==> config.mk <==
export PLATFORM = sky130hd
export DESIGN_NAME = page_cache_seq
export DESIGN_NICKNAME = d
export VERILOG_FILES = /design/src/rtl/pcs_pkg.sv /design/src/rtl/pcs_fill.sv /design/src/rtl/pcs_cache.sv /design/src/rtl/pcs_prog.sv /design/src/rtl/page_cache_seq.sv
export SDC_FILE = /design/constraint.sdc
export NUM_CORES = 1
export LEC_CHECK = 0
export BUFFER_PORTS_ARGS = -buffer_cell sky130_fd_sc_hd__buf_4
export CORE_MARGIN = 3
export CORE_UTILIZATION = 40
export DETAILED_ROUTE_END_ITERATION = 16
export GPL_ROUTABILITY_DRIVEN = 0
export PLACE_DENSITY = 0.61
export SLEW_MARGIN = 40
export SYNTH_ARGS = -nofsm -noshare
export SYNTH_HDL_FRONTEND = slang
export SYNTH_SLANG_ARGS = --single-unit
export TNS_END_PERCENT = 20
==> constraint.sdc <==
create_clock -name clk -period 4.7 [get_ports clk]
set_input_delay 0.235 -clock clk [delete_from_list [all_inputs] [get_ports clk]]
set_output_delay 0.235 -clock clk [all_outputs]
set_load 0.01 [all_outputs]
==> src/rtl/pcs_pkg.sv <==
package pcs_pkg;
  localparam int DATA_W = 8;
  typedef logic [DATA_W-1:0] byte_t;
endpackage

==> src/rtl/pcs_fill.sv <==
module pcs_fill #(
  parameter int ADDR_W = 12,
  parameter int OFF_W  = 3,
  parameter int LINES  = 8,
  localparam int LINE_W = $clog2(LINES),
  localparam int PG_W   = ADDR_W - OFF_W
) (
  input  logic              clk,
  input  logic              rst_n,
  input  logic              start_i,
  input  logic [ADDR_W-1:0] start_addr_i,
  input  logic              byte_fire_i,
  input  logic              stop_i,
  input  logic              busy_i,
  output logic              open_o,
  output logic              wr_en_o,
  output logic [LINE_W-1:0] wr_line_o,
  output logic [OFF_W-1:0]  wr_off_o,
  output logic [PG_W-1:0]   wr_page_o,
  output logic              commit_o,
  output logic [LINE_W-1:0] last_line_o,
  output logic              clr_o
);
  localparam logic [OFF_W-1:0]  OFF_MAX = '1;
  localparam logic [LINE_W-1:0] LAST    = LINE_W'(LINES - 1);

  logic              open_q, loaded_q;
  logic [PG_W-1:0]   cur_page;
  logic [OFF_W-1:0]  cur_off;
  logic [LINE_W-1:0] cur_line, used_line;
  logic              start_ok, stop_ok;

  assign start_ok    = start_i && !busy_i;
  assign stop_ok     = stop_i && open_q && !busy_i;
  assign open_o      = open_q;
  assign wr_en_o     = byte_fire_i && open_q && !start_ok && !stop_ok;
  assign wr_line_o   = cur_line;
  assign wr_off_o    = cur_off;
  assign wr_page_o   = cur_page;
  assign commit_o    = stop_ok && loaded_q;
  assign last_line_o = used_line;
  assign clr_o       = start_ok;

  always_ff @(posedge clk) begin
    if (!rst_n) begin
      open_q    <= 1'b0;
      loaded_q  <= 1'b0;
      cur_page  <= '0;
      cur_off   <= '0;
      cur_line  <= '0;
      used_line <= '0;
    end else if (start_ok) begin
      open_q    <= 1'b1;
      loaded_q  <= 1'b0;
      cur_page  <= start_addr_i[ADDR_W-1:OFF_W];
      cur_off   <= start_addr_i[OFF_W-1:0];
      cur_line  <= '0;
      used_line <= '0;
    end else if (stop_ok) begin
      open_q <= 1'b0;
    end else if (wr_en_o) begin
      loaded_q  <= 1'b1;
      used_line <= cur_line;
      if (cur_off == OFF_MAX) begin
        cur_off <= '0;
        if (cur_line != LAST) begin
          cur_line <= cur_line + 1'b1;
          cur_page <= cur_page + 1'b1;
        end
      end else begin
        cur_off <= cur_off + 1'b1;
      end
    end
  end


  page_advance_chk: assert property (@(posedge clk) disable iff (!rst_n)
    (wr_en_o && cur_off == OFF_MAX && cur_line != LAST)
      |=> (cur_line == $past(cur_line) + 1'b1 && cur_off == '0));


  last_page_wrap_chk: assert property (@(posedge clk) disable iff (!rst_n)
    (wr_en_o && cur_off == OFF_MAX && cur_line == LAST)
      |=> (cur_line == LAST && cur_off == '0 && cur_page == $past(cur_page)));
endmodule

==> src/rtl/pcs_cache.sv <==
module pcs_cache
  import pcs_pkg::*;
#(
  parameter int PG_W  = 9,
  parameter int OFF_W = 3,
  parameter int LINES = 8,
  localparam int LINE_W = $clog2(LINES),
  localparam int BYTES  = 1 << OFF_W
) (
  input  logic              clk,
  input  logic              rst_n,
  input  logic              clr_i,
  input  logic              wr_en_i,
  input  logic [LINE_W-1:0] wr_line_i,
  input  logic [OFF_W-1:0]  wr_off_i,
  input  logic [PG_W-1:0]   wr_page_i,
  input  byte_t             wr_data_i,
  input  logic [LINE_W-1:0] rd_line_i,
  input  logic [OFF_W-1:0]  rd_off_i,
  output byte_t             rd_data_o,
  output logic              rd_loaded_o,
  output logic [PG_W-1:0]   rd_page_o
);
  logic [LINES-1:0][BYTES-1:0][DATA_W-1:0] dat_all;
  logic [LINES-1:0][BYTES-1:0]             msk_all;
  logic [LINES-1:0][PG_W-1:0]              tag_all;

  for (genvar l = 0; l < LINES; l++) begin : g_line
    logic [BYTES-1:0][DATA_W-1:0] ln_dat;
    logic [BYTES-1:0]             ln_msk;
    logic [PG_W-1:0]              ln_tag;
    logic                         hit;

    assign hit = wr_en_i && (wr_line_i == LINE_W'(l));

    always_ff @(posedge clk) begin
      if (!rst_n || clr_i) ln_msk <= '0;
      else if (hit)        ln_msk[wr_off_i] <= 1'b1;
    end

    always_ff @(posedge clk) begin
      if (hit) begin
        ln_dat[wr_off_i] <= wr_data_i;
        ln_tag           <= wr_page_i;
      end
    end

    assign dat_all[l] = ln_dat;
    assign msk_all[l] = ln_msk;
    assign tag_all[l] = ln_tag;
  end

  assign rd_data_o   = dat_all[rd_line_i][rd_off_i];
  assign rd_loaded_o = msk_all[rd_line_i][rd_off_i];
  assign rd_page_o   = tag_all[rd_line_i];
endmodule

==> src/rtl/pcs_prog.sv <==
module pcs_prog #(
  parameter int OFF_W      = 3,
  parameter int LINES      = 8,
  parameter int PAGE_TICKS = 10000,
  localparam int LINE_W = $clog2(LINES),
  localparam int BYTES  = 1 << OFF_W,
  localparam int TICKS  = (PAGE_TICKS < BYTES) ? BYTES : PAGE_TICKS,
  localparam int TK_W   = $clog2(TICKS)
) (
  input  logic              clk,
  input  logic              rst_n,
  input  logic              commit_i,
  input  logic [LINE_W-1:0] last_line_i,
  output logic              busy_o,
  output logic [LINE_W-1:0] rd_line_o,
  output logic [OFF_W-1:0]  rd_off_o,
  output logic              slot_we_o,
  output logic              done_o
);
  localparam logic [TK_W-1:0] TK_END = TK_W'(TICKS - 1);

  logic              busy_q;
  logic [TK_W-1:0]   tick;
  logic [LINE_W-1:0] line, last_line;

  assign busy_o    = busy_q;
  assign rd_line_o = line;
  assign rd_off_o  = tick[OFF_W-1:0];
  assign slot_we_o = busy_q && ({1'b0, tick} < (TK_W + 1)'(BYTES));
  assign done_o    = busy_q && tick == TK_END && line == last_line;

  always_ff @(posedge clk) begin
    if (!rst_n) begin
      busy_q    <= 1'b0;
      tick      <= '0;
      line      <= '0;
      last_line <= '0;
    end else if (!busy_q) begin
      if (commit_i) begin
        busy_q    <= 1'b1;
        tick      <= '0;
        line      <= '0;
        last_line <= last_line_i;
      end
    end else if (tick == TK_END) begin
      tick <= '0;
      if (line == last_line) busy_q <= 1'b0;
      else                   line   <= line + 1'b1;
    end else begin
      tick <= tick + 1'b1;
    end
  end


  busy_end_chk: assert property (@(posedge clk) disable iff (!rst_n)
    $fell(busy_q) |-> ($past(tick) == TK_END && $past(line) == $past(last_line)));
endmodule

==> src/rtl/page_cache_seq.sv <==
module page_cache_seq
  import pcs_pkg::*;
#(
  parameter int ADDR_W      = 12,
  parameter int PAGE_BYTES  = 8,
  parameter int CACHE_LINES = 8,
  parameter int PAGE_TICKS  = 10000
) (
  input  logic              clk,
  input  logic              rst_n,
  input  logic              wr_start,
  input  logic [ADDR_W-1:0] wr_addr,
  input  logic              in_valid,
  output logic              in_ready,
  input  logic [7:0]        in_data,
  input  logic              wr_stop,
  output logic              busy,
  output logic              arr_we,
  output logic [ADDR_W-1:0] arr_addr,
  output logic [7:0]        arr_wdata
);
  localparam int OFF_W  = $clog2(PAGE_BYTES);
  localparam int PG_W   = ADDR_W - OFF_W;
  localparam int LINE_W = $clog2(CACHE_LINES);

  logic              open_w, fire, wr_en, commit, clr_start, done, slot_we, loaded;
  logic [LINE_W-1:0] wr_line, last_line, rd_line;
  logic [OFF_W-1:0]  wr_off, rd_off;
  logic [PG_W-1:0]   wr_page, rd_page;
  byte_t             rd_data;

  assign in_ready = open_w && !busy;
  assign fire     = in_valid && in_ready;

  pcs_fill #(.ADDR_W(ADDR_W), .OFF_W(OFF_W), .LINES(CACHE_LINES)) u_fill (
    .clk(clk), .rst_n(rst_n), .start_i(wr_start), .start_addr_i(wr_addr),
    .byte_fire_i(fire), .stop_i(wr_stop), .busy_i(busy), .open_o(open_w),
    .wr_en_o(wr_en), .wr_line_o(wr_line), .wr_off_o(wr_off), .wr_page_o(wr_page),
    .commit_o(commit), .last_line_o(last_line), .clr_o(clr_start)
  );

  pcs_cache #(.PG_W(PG_W), .OFF_W(OFF_W), .LINES(CACHE_LINES)) u_cache (
    .clk(clk), .rst_n(rst_n), .clr_i(clr_start || done), .wr_en_i(wr_en),
    .wr_line_i(wr_line), .wr_off_i(wr_off), .wr_page_i(wr_page), .wr_data_i(in_data),
    .rd_line_i(rd_line), .rd_off_i(rd_off), .rd_data_o(rd_data),
    .rd_loaded_o(loaded), .rd_page_o(rd_page)
  );

  pcs_prog #(.OFF_W(OFF_W), .LINES(CACHE_LINES), .PAGE_TICKS(PAGE_TICKS)) u_prog (
    .clk(clk), .rst_n(rst_n), .commit_i(commit), .last_line_i(last_line),
    .busy_o(busy), .rd_line_o(rd_line), .rd_off_o(rd_off),
    .slot_we_o(slot_we), .done_o(done)
  );

  assign arr_we    = slot_we && loaded;
  assign arr_addr  = {rd_page, rd_off};
  assign arr_wdata = rd_data;


  we_in_busy_chk: assert property (@(posedge clk) disable iff (!rst_n)
    arr_we |-> busy);


  busy_from_stop_chk: assert property (@(posedge clk) disable iff (!rst_n)
    $rose(busy) |-> $past(wr_stop));
endmodule

Word level (Yosys, flattened, before mapping)
Index checks and enable logic that the tools add are counted.
W data, S select, Z words.
{"block": "totals", "regBits": 689, "latch_bits": 0, "ramBits": 0, "romBits": 0, "inputBits": 25, "output_inout_bits": 23, "elab_cells": 210, "n_memories": 0}
{"block": "classes", "addsub": 5, "mul": 0, "n_div": 0, "n_lt_le_gt_ge": 5, "eq_ne": 14, "shift": 0, "mux": 44, "bitwise_logic": 11, "n_reduce_logical": 41}
{"cell": "$bwmux W64", "count": 8}
{"cell": "$bmux W64 S3", "count": 1}
{"cell": "$mux W64", "count": 1}
{"cell": "$or A8 B8 Y8", "count": 8}
{"cell": "$mux W9", "count": 6}
{"cell": "$bmux W8 S3", "count": 2}
{"cell": "$mux W14", "count": 3}
{"cell": "$bmux W9 S3", "count": 1}
{"cell": "$demux W8 S3", "count": 1}
{"cell": "$mux W3", "count": 8}
{"cell": "$mux W8", "count": 3}
{"cell": "$logic_and A1 B1 Y1", "count": 22}
{"cell": "$eq A3 B3 Y1 const B", "count": 5}
{"cell": "$add A14 B1 Y14 const B", "count": 1}
{"cell": "$eq A14 B14 Y1 const B", "count": 1}
{"cell": "$lt A14 B4 Y1 const B", "count": 1}
{"cell": "$lt A3 B4 Y1 const B", "count": 3}
{"cell": "$reduce_bool A2 Y1", "count": 5}
{"cell": "$add A3 B1 Y3 const B", "count": 3}
{"cell": "$add A9 B1 Y9 const B", "count": 1}
{"cell": "$mux W1", "count": 8}
{"cell": "$reduce_and A4 Y1", "count": 2}
{"cell": "$eq A3 B2 Y1 const B", "count": 2}
{"cell": "$ne A2 B2 Y1 const B", "count": 3}
{"cell": "other kinds (13)", "count": 21}

Depth between registers and ports, before layout
Gate-level depths: netlist of run 1.
{"block": "depth", "ltp_word": 9, "ltp_mapped": 10, "ltp_nobuf": 7}

Cells and area by module
A second synthesis of run 1 with hierarchy kept.
{"block": "unflattened", "hier_cells": 1501, "hier_area_um2": 27193.6}
{"mod": "pcs_cache", "instances": 1, "cells_per_inst": 1235, "area_per_inst_um2": 24967.7, "seq_area_each_um2": 18818.0}
{"mod": "pcs_prog", "instances": 1, "cells_per_inst": 143, "area_per_inst_um2": 1207.4, "seq_area_each_um2": 420.4}
{"mod": "pcs_fill", "instances": 1, "cells_per_inst": 119, "area_per_inst_um2": 991.0, "seq_area_each_um2": 400.4}
{"mod": "page_cache_seq", "instances": 1, "cells_per_inst": 4, "area_per_inst_um2": 27.5, "seq_area_each_um2": 0.0}

Worst setup path before layout of run 1
No wires, ideal clock.
{"block": "synth_path", "path_kind": "register to output", "start": "register u_prog.line[0] (netlist: u_prog.rd_line_o[0])", "end": "output port arr_wdata[4]", "arrival_ns": 2.174, "required_ns": 4.465, "setup_slack_ns": 2.291, "path_stages_with_launch": 7, "n_path_buf": 2, "cell_sequence": "dfxtp_1 buf_6 buf_6 mux4_1 mux4_2 and2_1 o311a_1"}
{"block": "synth_between", "elab_chain_len": 4}
{"item": "from (decl)", "line_no": "pcs_prog.sv:24", "rtl": "logic [LINE_W-1:0] line, last_line;"}
{"item": "from (signal assigned)", "line_no": "pcs_prog.sv:48", "rtl": "else line <= line + 1'b1;"}
{"item": "$bmux W64 S3", "line_no": "pcs_cache.sv:53", "rtl": "assign rd_data_o = dat_all[rd_line_i][rd_off_i];"}
{"item": "$mux W64 (not written as such)", "line_no": "pcs_cache.sv:53"}
{"item": "$bmux W8 S3", "line_no": "pcs_cache.sv:53"}
{"item": "$mux W8 (not written as such)", "line_no": "pcs_cache.sv:53"}
{"item": "to (decl)", "line_no": "page_cache_seq.sv:20", "rtl": "output logic [7:0] arr_wdata"}
No other way between the ends. The select of a mux whose other input is x is not followed.

Final worst setup path of run 1
{"block": "layout_path", "start": "register u_prog.line[1] (netlist: u_prog.rd_line_o[1])", "end": "output port arr_wdata[2]"}
The elaborated chain is that of the path after synthesis.

==> results of run 1 <==
## placed cells by master (no fill, tap or decap), types with 46 or more instances in the layout
cell type / netlist / final
sky130_fd_sc_hd__a21oi_1: 55 / 54
sky130_fd_sc_hd__edfxtp_1: 584 / 584
sky130_fd_sc_hd__mux2i_1: 52 / 52
sky130_fd_sc_hd__o21a_1: 64 / 64
sky130_fd_sc_hd__nor2_1: 97 / 51
sky130_fd_sc_hd__nor2_2: 0 / 46
sky130_fd_sc_hd__buf_4: 12 / 67
sky130_fd_sc_hd__dfxtp_1: 105 / 102
sky130_fd_sc_hd__mux4_2: 140 / 140
sky130_fd_sc_hd__clkbuf_16: 0 / 71
## registers in the layout, summed over array words and instances (netlist names)
signal,flops
u_fill.wr_line_o,3
u_fill.wr_off_o,3
u_prog.last_line,3
u_cache.g_line.ln_tag,72
u_fill.open_o,1
u_cache.dat_all,512
u_prog.busy_o,1
u_fill.last_line_o,3
u_prog.rd_line_o,3
u_fill.wr_page_o,9
u_prog.tick,14
u_fill.loaded_q,1
u_cache.g_line.ln_msk,64
## where the power goes
group          internal (uW)  switching [uW]  leakage [uW]
logic                   54.7             146       0.00226
clock network           2890            2210       0.00101
registers               6630            29.1       0.00611
## kinds of logic (layout without fill, tap and decap cells)
logic type	Yosys count	in the layout	share of synthesized area, %
AND/OR/NAND/NOR	219	219	3.89
adder cells (fa/ha/maj)	11	11	0.508
buffers and inverters	112	231	2.11
XOR/XNOR	14	14	0.452
AO/OA/AOI/OAI	245	245	6.23
multiplexers	208	208	14.4
flip-flops	689	689	72.4
other	0	1	0
## layer usage
| layer | vias to the layer above | wire, um |
|---|---|---|
| met3 | 81 | 3480 |
| met2 | 421 | 30700 |
| met5 | - | 0 |
| met4 | 0 | 1370 |
| met1 | 7442 | 26800 |
| li1 | 6191 | - |
## layout make-up
class,instances,area [sq um],area share [%]
flip-flops and latches,689,19600,64.1
inverters,21,78.8,0.257
multi-input cells,697,7030,22.9
clock inverters,34,224,0.731
clock buffers,89,1840,6.02
diodes,1,2.50,0.00816
repair buffers,87,744,2.43
well taps,864,1080,3.53
## critical path: cells and delay by family (launching register included)
family,cells,cell delay (ps)
buffers and inverters,2,480
AO/OA/AOI/OAI,4,1710
flip-flops,1,650
AND/OR/NAND/NOR,1,170
## worst max path at each step
stage,end,startpoint,slack [ps],cells past startpoint
final,arr_wdata[2],u_prog.rd_line_o[1]$_SDFFE_PN0P_,830,7
after CTS,arr_wdata[2],u_prog.rd_line_o[1]$_SDFFE_PN0P_,860,7
after global routing,arr_wdata[1],u_prog.rd_line_o[2]$_SDFFE_PN0P_,770,7
after detailed placement,u_cache.dat_all[274]$_DFFE_PP_,u_prog.busy_o$_SDFF_PN0_,1340,5
after floorplan,arr_wdata[4],u_prog.rd_line_o[0]$_SDFFE_PN0P_,2290,6
after global placement,u_cache.dat_all[277]$_DFFE_PP_,u_prog.busy_o$_SDFF_PN0_,1480,5
## through the flow
step / hold slack, ps / std cells / power (uW) / cell area, sq um / setup slack, ps
after CTS: 149 / 2481 / 12100 / 30600 / 862
after global placement: 441 / 2343 / 6980 / 28300 / 1480
after detailed placement: 448 / 2343 / 6990 / 28400 / 1340
final: 168 / 2482 / 12000 / 30700 / 826
after global routing: 179 / 2481 / 12400 / 30700 / 767
after floorplan: 334 / 1498 / 6850 / 27100 / 2290
==> metrics list, run 1 <==
- The flow ran to the end, and the final reports show no timing, DRC or antenna violations.
- Number of global-route vias before repair: 14300
- Width of the die: 266 um
- The initial antenna violation count is 0.
- Flip-flop and latch count after synthesis: 689
- Worst path slowest cell: sky130_fd_sc_hd__o21ai_0
* Mean area per synthesized cell: 18.1 sq um
- The netlist uses 57 different library cells.
* Library cell used as clock root buffer: sky130_fd_sc_hd__clkbuf_16
* Post-synth top area share: 64.7%
- Across every metal layer, demand over resource in global routing totals 17.8%.
- The worst register-to-register path begins at u_prog.busy_o$_SDFF_PN0_.
- Sequential elements use 72.4% of the synthesized area.
- After detailed routing, the average wire length per cell comes to 25.1 um.
- Post-cts resize count: 0
- Element type at the critical path end: primary output
- Clock latency on the worst-skew pair, taken at its later pin, is 590 ps.
* Filler cell count: 5578
- In this run the tightest slew margin relative to its limit is 39.9%.
- Clock tree synthesis inserted a total of 70 buffers.
- In this run the critical register-to-register path is captured at u_cache.dat_all[329]$_DFFE_PP_.
- Synthesis handed over a netlist of 1498 instances.
* Post-Route Skew: 15.3 ps
- Counting instances, the worst hold path has a depth of 1.
- In the global route stage, met2 resource usage came out at 29.3%.
- For this run the aggregate overflow at the end of global routing stands at 0.
* Post-route DRC: 0
- sky130_fd_sc_hd__edfxtp_1 is the most common cell in the netlist.
- Longest individual stage delay on the worst path: 660 ps
- Cell taking the most area after synthesis: sky130_fd_sc_hd__edfxtp_1
* Worst path arrival time: 3640 ps
- Met3 Resource Use GR: 2.93%
- In this run the post-CTS setup repair buffer count came out at 0.
- The hold violation total from the final report is 0.
- Hold-fix buffers, CTS: 15
* Area growth, synth to finish: 13.1%
- Summing every instance area after synthesis gives 27100 sq um.
- Measured on the finished design, the core utilization comes to 46.1%.
- Of all flip-flops after synthesis, the portion carrying an async set or reset was 0%.
- FF-to-FF setup slack: 1370 ps
- Worst Hold End: u_cache.dat_all[23]$_DFFE_PP_
- Crit path time final: 3870 ps
- GR Util met1: 24.6%
- During I/O placement, the number of pins put on the boundary was 48.
- IR analysis of the VDD net gives a maximum drop of 0.313 mV.
- Detailed routing inserted a total of 14100 vias.
* Pwr per Cell Area: 390 nW/um^2
- TritonCTS built the clock tree.
- The floorplan step set the die height to 266 um.
* Worst-Margin Slew: 899 ps
* Pins Over Slew Limit: 0
- Adding up every negative setup slack in the final design gives 0 ps.
- Synthesized net count: 1534
- Clock transition at path regs: 60 ps
* Leakage: 0.00938 uW
- Row generation in the floorplan step produced 94 rows.
- Cells with a size suffix above 1 make up 23.4% of the layout.
* Fin crit share: 82.4%
- The first global-routing pass estimated 93.9 mm of wire.
- The floorplan step defined a core boundary enclosing 66500 sq um.
- The die covers 70900 sq um.
- Setup repair after global routing missed its margin: false
- Timing would allow up to 258 MHz.
* Worst Path Required: 4470 ps
- The worst setup path is of the register to primary output kind.
- Count of final setup violators: 0
* Violation count after the first detailed-routing iteration: 1389
- Traced cell by cell, the critical path runs through buf_12, nor2b_2, a221oi_1, a21oi_1, o21ai_0, o311a_1, buf_4.
* Top fanout value on the critical path: 43
- Maxcap violations: 0
- Depth of the worst register-to-register path: 5
- The path class of the tightest hold or removal check is input port to register.
* Initial Util: 40.8%
- EDFF count, synth: 584
- The startpoint identified for the worst hold timing path is in_data[7].
* Maximum number of pins on one net before global-route repair: 65
- Layout Nets: 1602
- No sink is reached through more buffers than the 3 on the longest clock path.
* Port Buffers: 47
- Primary flip-flop cell chosen by synthesis mapping: sky130_fd_sc_hd__edfxtp_1
* CP startpoint kind: register
- The pre-antenna-repair detailed-routing pass consisted of 5 iterations.
- Yosys attributes the largest share of cell area to sky130_fd_sc_hd__edfxtp_1 (65%), sky130_fd_sc_hd__mux4_2 (12%), sky130_fd_sc_hd__dfxtp_1 (7.8%).
- Yosys printed 0 warnings.
- Mean number of vias per cell: 5.70
- Total Routed Length: 62.3 mm
* HPWL Detailed: 37.8 mm
- Leading post-synthesis cells by instance count: sky130_fd_sc_hd__edfxtp_1 (584), sky130_fd_sc_hd__mux4_2 (140), sky130_fd_sc_hd__dfxtp_1 (105)
* Most used routing layer in global routing: met2
- In this run the remaining antenna-violating nets after routing total 0.
- Clock sink count: 689
* # H-tree levels: 3
No activity file was read; power rests on OpenSTA's default activity.
==> run 2, diff against run 1 <==
clock period = 3.87 ns   (was 4.7 ns; I/O delays follow)
==> run 2 against run 1 <==
  * Die area unchanged
  * Total power is 26% higher
  * Sequential power is 21% higher
  * Final cell count is 2.6% higher
==> metrics list, run 2 (synthesis gave the netlist of run 1 again) <==
* Status: finished clean
- Library cell used as clock root buffer: sky130_fd_sc_hd__clkbuf_16
* Most used cells in the layout excluding fill and tap cells: sky130_fd_sc_hd__edfxtp_1 (584), sky130_fd_sc_hd__mux4_2 (140), sky130_fd_sc_hd__buf_4 (129)
* Residual antenna-violating net count after detailed routing: 0
- Traced cell by cell, the critical path runs through buf_12, mux4_2, mux4_2, and2_1, o221a_1, buf_4.
- IR analysis of the VDD net gives a maximum drop of 0.402 mV.
- Worst path arrival time: 3360 ps
- Overall die area: 70900 sq um
- Fin crit share: 91.8%
- Post-cts resize count: 0
- Summed over all nets, the half-perimeter wirelength after detailed placement is 38.3 mm.
- Setup violations remaining at the end of the flow were counted as 0.
* Total Negative Setup Slacks: 0 ps
- The die is 266 um tall.
* Commonest non-fill, non-tap cell in the layout: sky130_fd_sc_hd__edfxtp_1
- Power spread over the standard cell area amounts to 481 nW/um^2.
* Post-Route Skew: 23.2 ps
* Area of the placeable core: 66500 sq um
- Wire length of the first global-routing pass: 95.7 mm
* Width of the die: 266 um
- Number of antenna violations at the first check in global routing: 0
* Max FFs per register: 512
- Summed over all layers, the global routing overflow is 0.
- Entering global routing, the biggest net connects 83 pins.
* Initial Util: 40.8%
- Leakage: 0.00982 uW
* Global router's overall resource usage: 18.2%
* Setup repair after global routing missed its margin: false
- Worst rel slew slack: 43.6%
- For the worst setup path, the data required time is 3680 ps.
* Clock transition at path regs: 60 ps
- Clock tree synthesis inserted a total of 68 buffers.
- In this run the worst path has a maximum fanout of 82.
* Maxcap violations: 0
- Clock tree from TritonCTS: yes
- In the final design database the tool counted 1664 nets.
* Area growth, synth to finish: 15.3%
- The final number of max-transition violations came to 0.
- The repair_antennas step left the layout with diodes totalling 0.
- Number of global-route vias before repair: 14800
- Filler cell count: 5490
* Layout cells sized above 1: 24.7%
- The smallest clock period supported by the final layout is computed as 3550 ps.
- 48 I/O pins were placed.
- Wires add up to 64.0 mm.
- Clock latency reported for the late side of the worst-skew pair: 610 ps
- Worst-Margin Slew: 843 ps
- The clock passes through at most 3 buffers.
* Mean number of vias per cell: 5.65
- Before antenna repair, the detailed router went through 6 iterations.
* # H-tree levels: 3
- Worst path slowest cell: sky130_fd_sc_hd__mux4_2
* Worst setup path category: register to primary output
- The worst hold path belongs to the class input port to register.
* Final number of hold-violating endpoints: 0
* Cell row count: 94
* Mean routed wirelength per cell: 25.1 um
- Critical path's most frequent cell: sky130_fd_sc_hd__mux4_2
- Timing would allow up to 282 MHz.
- CP startpoint kind: register
- Worst setup slack after placement: 951 ps
- In this design, the stage delay of the slowest critical-path cell is 560 ps.
- Element type at the critical path end: primary output
* Post-route DRC: 0
- Clock sink count: 689
* Violation count after the first detailed-routing iteration: 1505
* Minimum setup slack in the final design: 318 ps
- Port Buffers: 47
- Number of vias in the routed layout: 14400
-- run 2: changes by cell type in the layout (fill, tap and decap cells not counted), moves of 2 or more --
cell	before	now
sky130_fd_sc_hd__buf_4	67	129
sky130_fd_sc_hd__nor2_1	51	83
sky130_fd_sc_hd__nor2_2	46	14
sky130_fd_sc_hd__clkbuf_8	0	8
sky130_fd_sc_hd__clkinv_1	13	8
sky130_fd_sc_hd__bufinv_16	2	6
sky130_fd_sc_hd__buf_2	0	2
sky130_fd_sc_hd__clkinv_2	13	11
sky130_fd_sc_hd__clkinv_4	2	0
sky130_fd_sc_hd__clkinvlp_4	2	0
-- run 2: worst max-delay path: cells and delay by family, from the launching register on --
kind / cells / cell delay (ps)
AOI/OAI and AO/OA: 1 / 320
buffers and inverters: 2 / 620
DFF: 1 / 540
muxes: 2 / 1010
and+or+nand+nor: 1 / 160
-- run 2: layer usage --
| layer | wire length, um | vias up | part of all wire (%) | global-route usage (%) |
|---|---|---|---|---|
| met2 | 30300 | 452 | 47 | 28.8 |
| met4 | 1950 | 0 | 3.1 | 7.01 |
| met3 | 4190 | 98 | 6.6 | 3.79 |
| li1 | - | 6314 | - | - |
| met1 | 27500 | 7521 | 43 | 25.0 |
| met5 | 0 | - | 0 | 0 |
-- run 2: final timing paths --
kind	slack (ps)	cells past startpoint	endpoint	start
min	120	1	u_cache.dat_all[91]$_DFFE_PP_	in_data[3]
max reg2reg	980	6	u_cache.dat_all[130]$_DFFE_PP_	u_prog.busy_o$_SDFF_PN0_
max	320	6	arr_we	u_prog.rd_line_o[1]$_SDFFE_PN0P_
min reg2reg	460	1	u_cache.g_line[0].ln_msk[7]$_SDFFE_PP0P_	u_cache.g_line[0].ln_msk[7]$_SDFFE_PP0P_
-- run 2: layout make-up --
type	instances	area (sq um)	area share, %
Clock inverter	28	310	0.992
Sequential cell	689	19600	62.8
Tap cell	864	1080	3.46
Inverter	21	78.8	0.252
Multi-Input combinational cell	697	6950	22.2
Clock buffer	97	1980	6.32
Timing Repair Buffer	151	1230	3.93
-- run 2: power breakdown --
part	internal (uW)	leakage [uW]	total, uW	switching, uW
sequential	8050	0.00611	8090	32.8
clock	3980	0.00113	6730	2760
combinational	68.2	0.00259	234	166
-- run 2: repair_timing --
action,in CTS,in global routing
setup buffers,0,0
endpoints found under the setup margin,0,0
hold buffers,15,0
endpoints found under the hold margin,20,0
-- run 2: through the flow --
stage	hold slack, ps	instance area, sq um	utilization (%)	power (uW)	instances
floorplan	292	27100	-	8320	1498
global placement	442	28800	43.3	8460	2405
detailed placement	448	28800	43.3	8470	2405
CTS	90.5	31200	47.0	15200	2545
global route	154	31300	47.1	15500	2547
finish	122	31300	47.1	15100	2547
